File: src/rtl/flash_seq_pkg.sv
package flash_seq_pkg;

  typedef enum logic [1:0] {
    BM_LINEAR    = 2'd0,
    BM_INTERLEAVE = 2'd1,
    BM_CONTIN    = 2'd2,
    BM_LINEAR_ALT = 2'd3
  } bmode_e;

  typedef enum logic [1:0] {
    PH_IDLE   = 2'd0,
    PH_WAIT   = 2'd1,
    PH_STREAM = 2'd2
  } phase_e;

endpackage

File: src/rtl/flash_seq_addr_gen.sv
module flash_seq_addr_gen
  import flash_seq_pkg::*;
#(
  parameter int ADDR_W = 8
) (
  input  logic [ADDR_W-1:0] start,
  input  logic [ADDR_W-1:0] beat,
  input  bmode_e            mode,
  input  logic [1:0]        len,
  output logic [ADDR_W-1:0] addr
);

  logic [ADDR_W-1:0] blk_mask;

  assign blk_mask = ADDR_W'((4 << len) - 1);

  always_comb begin
    case (mode)
      BM_INTERLEAVE: addr = (start & ~blk_mask) | ((start ^ beat) & blk_mask);
      BM_CONTIN:     addr = start + beat;
      default:       addr = (start & ~blk_mask) | ((start + beat) & blk_mask);
    endcase
  end

endmodule

File: src/rtl/flash_seq_page_cmp.sv
module flash_seq_page_cmp #(
  parameter int ADDR_W = 8
) (
  input  logic [ADDR_W-1:0] addr,
  input  logic [ADDR_W-1:0] tag,
  input  logic              tag_vld,
  input  logic              page8,
  output logic              hit
);

  logic [ADDR_W-1:0] hi_mask;

  assign hi_mask = page8 ? ~ADDR_W'(7) : ~ADDR_W'(3);
  assign hit     = tag_vld && (((addr ^ tag) & hi_mask) == '0);

endmodule

File: src/rtl/flash_seq_array.sv
module flash_seq_array #(
  parameter int              ADDR_W    = 8,
  parameter int              DATA_W    = 16,
  parameter int              DATA_MULT = 40503,
  parameter logic [DATA_W-1:0] DATA_SEED = 16'h5A5A
) (
  input  logic              clk,
  input  logic              rd_en,
  input  logic [ADDR_W-1:0] rd_addr,
  output logic [DATA_W-1:0] rd_data
);

  localparam int DEPTH = 1 << ADDR_W;

  logic [DATA_W-1:0] mem [DEPTH];

  initial begin
    for (int i = 0; i < DEPTH; i++) begin
      mem[i] = DATA_W'(i * DATA_MULT) ^ DATA_SEED;
    end
  end

  always_ff @(posedge clk) begin
    if (rd_en) begin
      rd_data <= mem[rd_addr];
    end
  end

endmodule

File: src/rtl/flash_read_seq.sv
module flash_read_seq
  import flash_seq_pkg::*;
#(
  parameter int              ADDR_W    = 8,
  parameter int              DATA_W    = 16,
  parameter int              INIT_LAT  = 4,
  parameter int              PAGE_LAT  = 2,
  parameter int              DATA_MULT = 40503,
  parameter logic [DATA_W-1:0] DATA_SEED = 16'h5A5A
) (
  input  logic              clk,
  input  logic              rst,
  input  logic              ce,
  input  logic              avalid_n,
  input  logic [ADDR_W-1:0] start_addr,
  input  logic [1:0]        bmode,
  input  logic [1:0]        blen,
  input  logic              page8,
  input  logic              burst_cmd,
  output logic [ADDR_W-1:0] waddr,
  output logic              rdy,
  output logic [DATA_W-1:0] rdata
);

  localparam int CNT_W = $clog2(INIT_LAT + 1);
  localparam logic [CNT_W-1:0] INIT_LOAD = CNT_W'(INIT_LAT - 1);
  localparam logic [CNT_W-1:0] PAGE_LOAD = CNT_W'(PAGE_LAT - 1);

  phase_e            phase;
  bmode_e            mode_q;
  logic [1:0]        len_q;
  logic [ADDR_W-1:0] cap_addr;
  logic [ADDR_W-1:0] beat;
  logic [ADDR_W-1:0] page_tag;
  logic [CNT_W-1:0]  cnt;
  logic              sync_q;
  logic              burst_on;
  logic              page_vld;

  logic [ADDR_W-1:0] beat_addr;
  logic              page_hit;
  logic              capture;
  logic              present;
  logic              last_beat;
  logic              cont_q;

  flash_seq_addr_gen #(.ADDR_W(ADDR_W)) u_agen (
    .start (cap_addr),
    .beat  (beat),
    .mode  (mode_q),
    .len   (len_q),
    .addr  (beat_addr)
  );

  flash_seq_page_cmp #(.ADDR_W(ADDR_W)) u_page (
    .addr    (start_addr),
    .tag     (page_tag),
    .tag_vld (page_vld),
    .page8   (page8),
    .hit     (page_hit)
  );

  flash_seq_array #(
    .ADDR_W    (ADDR_W),
    .DATA_W    (DATA_W),
    .DATA_MULT (DATA_MULT),
    .DATA_SEED (DATA_SEED)
  ) u_arr (
    .clk     (clk),
    .rd_en   (present),
    .rd_addr (beat_addr),
    .rd_data (rdata)
  );

  assign capture   = ce && !avalid_n;
  assign present   = ce && avalid_n &&
                     ((phase == PH_WAIT && cnt == '0) || phase == PH_STREAM);
  assign last_beat = (mode_q != BM_CONTIN) && (beat == ADDR_W'((4 << len_q) - 1));
  assign cont_q    = sync_q && (mode_q == BM_CONTIN);

  always_ff @(posedge clk) begin
    if (rst) begin
      phase    <= PH_IDLE;
      mode_q   <= BM_LINEAR;
      len_q    <= '0;
      cap_addr <= '0;
      beat     <= '0;
      page_tag <= '0;
      cnt      <= '0;
      sync_q   <= 1'b0;
      burst_on <= 1'b0;
      page_vld <= 1'b0;
      waddr    <= '0;
      rdy      <= 1'b0;
    end else begin
      rdy <= 1'b0;
      if (burst_cmd) begin
        burst_on <= 1'b1;
      end
      if (!ce) begin
        phase    <= PH_IDLE;
        page_vld <= 1'b0;
      end else if (capture) begin
        cap_addr <= start_addr;
        mode_q   <= bmode_e'(bmode);
        len_q    <= blen;
        sync_q   <= burst_on;
        beat     <= '0;
        phase    <= PH_WAIT;
        if (burst_on) begin
          cnt      <= INIT_LOAD;
          page_vld <= 1'b0;
        end else begin
          cnt <= page_hit ? PAGE_LOAD : INIT_LOAD;
        end
      end else if (phase == PH_WAIT && cnt != '0) begin
        cnt <= cnt - 1'b1;
      end else if (present) begin
        rdy   <= 1'b1;
        waddr <= beat_addr;
        beat  <= beat + 1'b1;
        if (!sync_q) begin
          phase    <= PH_IDLE;
          page_vld <= 1'b1;
          page_tag <= cap_addr;
        end else if (last_beat) begin
          phase <= PH_IDLE;
        end else begin
          phase <= PH_STREAM;
        end
      end
    end
  end

endmodule

File: config.mk
export PLATFORM = sky130hd
export DESIGN_NAME = flash_read_seq
export DESIGN_NICKNAME = d
export VERILOG_FILES = /design/src/rtl/flash_seq_pkg.sv /design/src/rtl/flash_seq_addr_gen.sv /design/src/rtl/flash_seq_page_cmp.sv /design/src/rtl/flash_seq_array.sv /design/src/rtl/flash_read_seq.sv
export SDC_FILE = /design/constraint.sdc
export NUM_CORES = 1
export LEC_CHECK = 0
export ABC_AREA = 1
export BUFFER_PORTS_ARGS = -buffer_cell sky130_fd_sc_hd__buf_2
export CORE_ASPECT_RATIO = 1.2
export CORE_MARGIN = 2
export CORE_UTILIZATION = 39
export DETAILED_ROUTE_END_ITERATION = 7
export PLACE_DENSITY = 0.53
export REMOVE_ABC_BUFFERS = 1
export SLEW_MARGIN = 30
export SYNTH_ARGS = -nofsm -noshare
export SYNTH_HDL_FRONTEND = slang
export SYNTH_SLANG_ARGS = --single-unit
export TNS_END_PERCENT = 100
File: constraint.sdc
create_clock -name clk -period 3.33 [get_ports clk]
set_clock_uncertainty 0.05 [all_clocks]
set_input_delay 0.333 -clock clk [delete_from_list [all_inputs] [get_ports clk]]
set_output_delay 0.333 -clock clk [all_outputs]
set_load 0.05 [all_outputs]
# ---- Word level (Yosys, flattened, before mapping)
# Memory sizes are Yosys's and may differ from the RTL's. A register that Yosys moved wholly into a read port is not among the register bits.
# Index checks and enable logic that the tools add are counted.
dict set report op_classes {
  reduce_logical 25
  n_eq_ne 9
  n_addsub 4
  bitwise 13
  shift 1
  magnitude_cmp 0
  n_mul 0
  div_mod_pow 0
  mux 20
}
# cell n
set op_table {}
lappend op_table {{$and A8 B8 Y8} 4}
lappend op_table {{$mux W8} 3}
lappend op_table {{$or A8 B8 Y8} 2}
lappend op_table {{$pmux W8 S2} 1}
lappend op_table {{$xor A8 B8 Y8} 2}
lappend op_table {{$mux W1} 9}
lappend op_table {{$mux W3} 3}
lappend op_table {{$add A8 B1 Y8 const B} 1}
lappend op_table {{$add A8 B8 Y8} 1}
lappend op_table {{$eq A8 B8 Y1} 1}
lappend op_table {{$logic_not A8 Y1} 1}
lappend op_table {{$mux W2} 4}
lappend op_table {{$not A8 Y8} 1}
lappend op_table {{$reduce_and A2 Y1} 4}
lappend op_table {{$reduce_and A4 Y1} 2}
lappend op_table {{$shl A3 B2 Y8 const A} 1}
lappend op_table {{$sub A8 B2 Y8 const B} 1}
lappend op_table {{$logic_and A1 B1 Y1} 7}
lappend op_table {{$ne A2 B2 Y1 const B} 3}
lappend op_table {{$reduce_and A5 Y1} 1}
lappend op_table {{$eq A2 B1 Y1 const B} 2}
lappend op_table {{$eq A2 B2 Y1 const B} 2}
lappend op_table {{$not A1 Y1} 4}
lappend op_table {{$reduce_bool A2 Y1} 2}
lappend op_table {{other kinds (10)} 10}
dict set report totals {
  reg_bits 45
  output_inout_bits 25
  ramBits 0
  wordCells 86
  mem_count 1
  romBits 4096
  in_bits 18
  latchBits 0
}
# name words word_bits read_ports rd_clocked_by_memory_dff wr line
set mem_list {}
lappend mem_list {u_arr.mem 256 16 1 1 0 flash_seq_array.sv:15} ;# logic [DATA_W-1:0] mem [DEPTH];

# ---- Longest topological paths before layout
dict set report logic_depth {
  word_depth 9
  mapped_depth 21
  ltp_nobuf 20
}

# ---- By module
# A second synthesis with hierarchy kept.
dict set report hier_totals {
  hier_cells 994
  area_unflattened_um2 5836.8
}
# mod cells_each seq_area_each_um2 n_inst area_per_inst_um2
set modules_own_cells {}
lappend modules_own_cells {flash_seq_array 591 480.5 1 3180.6}
lappend modules_own_cells {flash_read_seq 259 900.9 1 1936.9}
lappend modules_own_cells {flash_seq_addr_gen 107 0.0 1 580.6}
lappend modules_own_cells {flash_seq_page_cmp 37 0.0 1 138.9}

# ---- Least setup slack after synthesis
# Ideal clock, no wire load.
dict set report synth_timing {
  path_type {reg2reg}
  startpoint {register beat[0]}
  endpoint {register u_arr.rd_data[8], read port of u_arr.mem (data pin)}
  required_ps 3027
  slack_ps 525
  setup_ps 253
  arrival_ps 2502
  period_less_slack_ps 2805
  path_stages_with_launch 20
  path_buffers 0
  cell_sequence {dfxtp_1 > ha_1 > inv_1 > fa_1 > inv_1 > nand2_1 > o21ai_4 > inv_1 > ha_1 > inv_1 > nand3_1 > nand2_1 > nand2_1 > nand2_1 > nand2_1 > nand3_1 > nand3_1 > nand2_1 > nand2_1 > nand2_1}
}
dict set report synth_between {
  elab_chain_cells 4
  word_cells_on_any_way 7
  cone_classes {add/sub: 1; mux: 1; bitwise: 5}
}
# element line
set synth_lines {}
lappend synth_lines {{start: declaration} flash_read_seq.sv:33} ;# logic [ADDR_W-1:0] beat;
lappend synth_lines {{start signal: assignment} flash_read_seq.sv:121} ;# beat <= beat + 1'b1;
lappend synth_lines {{$add A8 B8 Y8 *} {flash_seq_addr_gen.sv:20, flash_seq_addr_gen.sv:21}}
lappend synth_lines {{$and A8 B8 Y8} flash_seq_addr_gen.sv:21} ;# default: addr = (start & ~blk_mask) | ((start + beat) & blk_mask);
lappend synth_lines {{$or A8 B8 Y8} flash_seq_addr_gen.sv:21}
lappend synth_lines {{$pmux W8 S2 *} flash_seq_addr_gen.sv:18} ;# case (mode)
lappend synth_lines {{named net beat_addr[1]} flash_read_seq.sv:40} ;# logic [ADDR_W-1:0] beat_addr;
lappend synth_lines {{end: declaration} flash_seq_array.sv:10} ;# output logic [DATA_W-1:0] rd_data
# The timed path passes the listed nets; every way through them passes the cells marked *.
# A chain may end at the register's enable or synchronous reset.

# ---- Worst setup path after layout
dict set report layout_timing {
  startpoint {register beat[0]}
  endpoint {register u_arr.rd_data[11], read port of u_arr.mem (data pin)}
}
dict set report layout_between {
  elab_chain_cells 4
  word_cells_on_any_way 7
  cone_classes {add/sub: 1; mux: 1; bitwise: 5}
}
# element line
set layout_lines {}
lappend layout_lines {{$add A8 B8 Y8 or $xor A8 B8 Y8 (tied branches)} {flash_seq_addr_gen.sv:20, flash_seq_addr_gen.sv:21, flash_seq_addr_gen.sv:19}}
lappend layout_lines {{$and A8 B8 Y8 (on tied branches)} {flash_seq_addr_gen.sv:21, flash_seq_addr_gen.sv:19}}
lappend layout_lines {{$or A8 B8 Y8 (on tied branches)} {flash_seq_addr_gen.sv:21, flash_seq_addr_gen.sv:19}}
lappend layout_lines {{$pmux W8 S2 *} flash_seq_addr_gen.sv:18}
# Mark *: on every way between the ends. The rest lies on a longest branch, timed or not.

==> impl_metrics.csv <==
group,metric,value,unit
power_and_ir_drop,pwr_density_cell,502.1,nW/um2
timing,fmax,327.1,MHz
critical_path,arrival,3.11,ns
routing,via_per_inst,5.626,
place,portBuffers,42,
die,die_w,112.7,um
clock_network,cts_tree,"built",
timing,finalMaxSlewViolations,0,
synth,seq_area_frac_synth,24.25,%
place,gp_congestion,0.9718,
run,drv_cap,0,
clock_network,cts_buffers,9,
routing,drc_errors,0,
critical_path,r2r_cells,20,
clock_network,h-tree-depth,3,
synth,avgSynthCellArea,6.057,um2
cells_and_area,area_growth,12.42,%
critical_path,crit_path_end_kind,"flip-flop",
clock_network,clk_latency,0.34,ns
clock_network,cts.sinks,59,
synth,synth_flop_cell,"dfxtp_1",
routing,antenna_left,0,
worst_hold_path,hp-start,"burst_cmd",
cells_and_area,seq_area,1341,um2
synth,synth_edf_count,16,
cells_and_area,layout-drive-gt1-share,13.24,%
clock_network,cts_setup_buffers,0,
synth,synthCells,913,
critical_path,worstReg2RegStart,"beat[0]",
die,core,13820,um2
cells_and_area,post-route-util,44.99,%
synth,synth.distinct_cells,41,
die,rows,47,
cells_and_area,multiInputGateArea,3682,um2
power_and_ir_drop,ir_worst_vdd,0.2596,mV
critical_path,worst-path-max-fanout,11,
timing,min_period,3.057,ns
critical_path,start_kind,"flip-flop",
clock_network,path_clk_slew,0.06,ns
routing,drt_pass1_iterations,5,
global_route,grt_pass1_vias,5946,
routing,vias,6273,
routing,drt_iter0_drc,440,
global_route,grt_max_degree,69,
worst_hold_path,whs_path_depth,3,
synth,ys_warn_count,0,
die,die_area,15150,um2
synth,ys_ff_latch,59,
timing,slew_headroom,44.69,%
timing,setup-violations-final,0,
global_route,antenna_found_initial,0,
global_route,grt.overflow.total,0,
cells_and_area,n_antenna_cell,0,
synth,netlist_area,5530,um2
critical_path,worst_ep_required_time,3.38,ns
die,chipHeight,134.4,um
timing,finalHoldViolCount,0,
critical_path,worstSetupPathType,"reg2reg",
timing,rsz0062_at_grt,"no",
die,start_util,40.02,%
synth,ys_async_sr_fraction,0,%
die,io_pins,43,
routing,wl,18540,um
global_route,grt_pass1_wl,29930,um
critical_path,crit_start,"beat[0]",
worst_hold_path,min_path_type,"in2reg",
global_route,grt.busiest_layer,"met2",
place,hpwl,13180,um
cells_and_area,fillers,1509,
global_route,grt_usage,24.62,%
clock_network,cts_buffer_depth,2,
power_and_ir_drop,leakagePower,0.003040,uW
cells_and_area,final_nets,980,
routing,wl_per_cell,16.63,um
timing,post-route-period-util,91.79,%
global_route,met3_usage,3.163,%
global_route,use_met1,29.33,%
global_route,grt_util_met2,43.58,%
status,status,"finished clean",
timing,hold_slack,0.1627,ns
timing,tightest_slew,0.8287,ns
clock_network,clockRootBuffer,"clkbuf_16",
-- synthesized netlist by cell type, types with 3 or more instances --
| cell | instances | area, um2 |
|---|---|---|
| or2_2 | 7 | 43.79 |
| inv_1 | 67 | 251.5 |
| clkbuf_1 | 15 | 56.30 |
| nand3_1 | 254 | 1271 |
| o21ai_1 | 5 | 25.02 |
| a21oi_2 | 5 | 43.79 |
| inv_2 | 8 | 30.03 |
| edfxtp_1 | 16 | 480.5 |
| xor2_1 | 3 | 26.28 |
| ha_1 | 22 | 275.3 |
| nand2_2 | 8 | 50.05 |
| nand2_1 | 273 | 1025 |
| a21oi_1 | 34 | 170.2 |
| nor2_1 | 32 | 120.1 |
| buf_4 | 11 | 82.58 |
| dfxtp_1 | 43 | 860.8 |
| nand2_4 | 3 | 33.78 |
| o211ai_1 | 9 | 67.56 |
| nand3_2 | 3 | 30.03 |
| o21ai_0 | 33 | 165.2 |
| xnor2_1 | 4 | 35.03 |
| buf_2 | 17 | 85.08 |
| buf_1 | 4 | 15.01 |
| nand4_1 | 12 | 75.07 |
| nor3_1 | 3 | 15.01 |
-- per-layer routing --
metal | routed length [um] | vias up | share of wire [%]
li1 | - | 3131 | -
met1 | 7688 | 2888 | 41
met2 | 9355 | 205 | 50
met3 | 893 | 49 | 4.8
met4 | 605 | 0 | 3.3
met5 | 0 | - | 0
-- critical path, stage by stage (launching register included) --
cell	delay (ns)
dfxtp_1	0.39
ha_2	0.23
inv_1	0.06
fa_1	0.38
inv_1	0.10
nand2_1	0.09
nand3_2	0.07
nand2_1	0.07
nand2_2	0.07
nand2_2	0.10
buf_4	0.20
ha_1	0.36
inv_1	0.07
nand3_1	0.12
nand2_1	0.07
nand2_1	0.06
nand3_1	0.07
nand3_1	0.11
nand2_1	0.05
nand2_1	0.05
nand2_1	0.05
-- power breakdown --
part	total [uW]	switching (uW)	internal, uW
registers	793	14.9	779
logic	1420	964	458
clock network	906	363	543
-- per-stage QoR --
stage,instances,setup WS (ns),setup TNS (ns),cell area [um2],power (uW)
global placement,1099,0.1775,0,5906,2198
floorplan,864,-0.8444,-9.028,5269,1796
CTS,1115,0.1346,0,6192,3117
global route,1115,0.01337,0,6217,3339
finish,1115,0.2733,0,6217,3122
detailed placement,1099,0.1315,0,5913,2203
-- what timing repair did --
action,in CTS,in global routing
endpoints found under the setup margin,0,9
hold buffers,0,0
gates resized for setup,0,8
-- worst paths after layout --
check	end	slack (ns)
setup reg to reg	u_arr.rd_data[11]	0.27
setup / recovery	u_arr.rd_data[11]	0.27
hold reg to reg	cnt[0]	0.41
hold / removal	burst_on	0.16
-- cell families after synthesis --
| family | share of synthesized area [%] |
|---|---|
| AOI/OAI and AO/OA | 10.54 |
| xor gates and xnor gates | 1.109 |
| buffers and inverters | 9.887 |
| adders and majority gates | 5.339 |
| and+or+nand+nor | 48.87 |
| DFF | 24.25 |
-- state kept, by name, summed over array words and instances (netlist names) --
signal         cells
beat               8
burst_on           1
cap_addr           8
cnt                3
len_q              2
mode_q             2
page_tag           6
page_vld           1
phase              2
rdy                1
sync_q             1
u_arr.rd_data     16
waddr              8
-- final cells by class --
type | instances | share of cell area (%)
Clock buffer | 12 | 4.126
Clock inverter | 4 | 0.3622
Inverter | 76 | 4.629
Multi-Input combinational cell | 729 | 59.23
Sequential cell | 59 | 21.57
Tap cell | 171 | 3.441
Timing Repair Buffer | 64 | 6.641
-- cells in the final DEF, fill, tap and decap left out, drive strengths merged --
cell type,Yosys,final
or2,7,7
nand3,257,257
nand3b,2,2
nand4,12,12
o21a,2,2
xor2,3,3
clkbuf,15,12
xnor2,4,4
nor3,3,3
o21bai,1,1
a31oi,1,1
edfxtp,16,16
buf,34,64
ha,22,22
clkinv,1,3
a211oi,2,2
o2111ai,1,1
a221oi,1,1
o31ai,1,1
nor2,33,33
o21ai,41,41
a32oi,1,1
dfxtp,43,43
nand2,284,284
o211ai,9,9
and3,2,2
fa,1,1
a21oi,39,39
inv,75,77
Note: power is estimated with default switching activity, not from simulation.
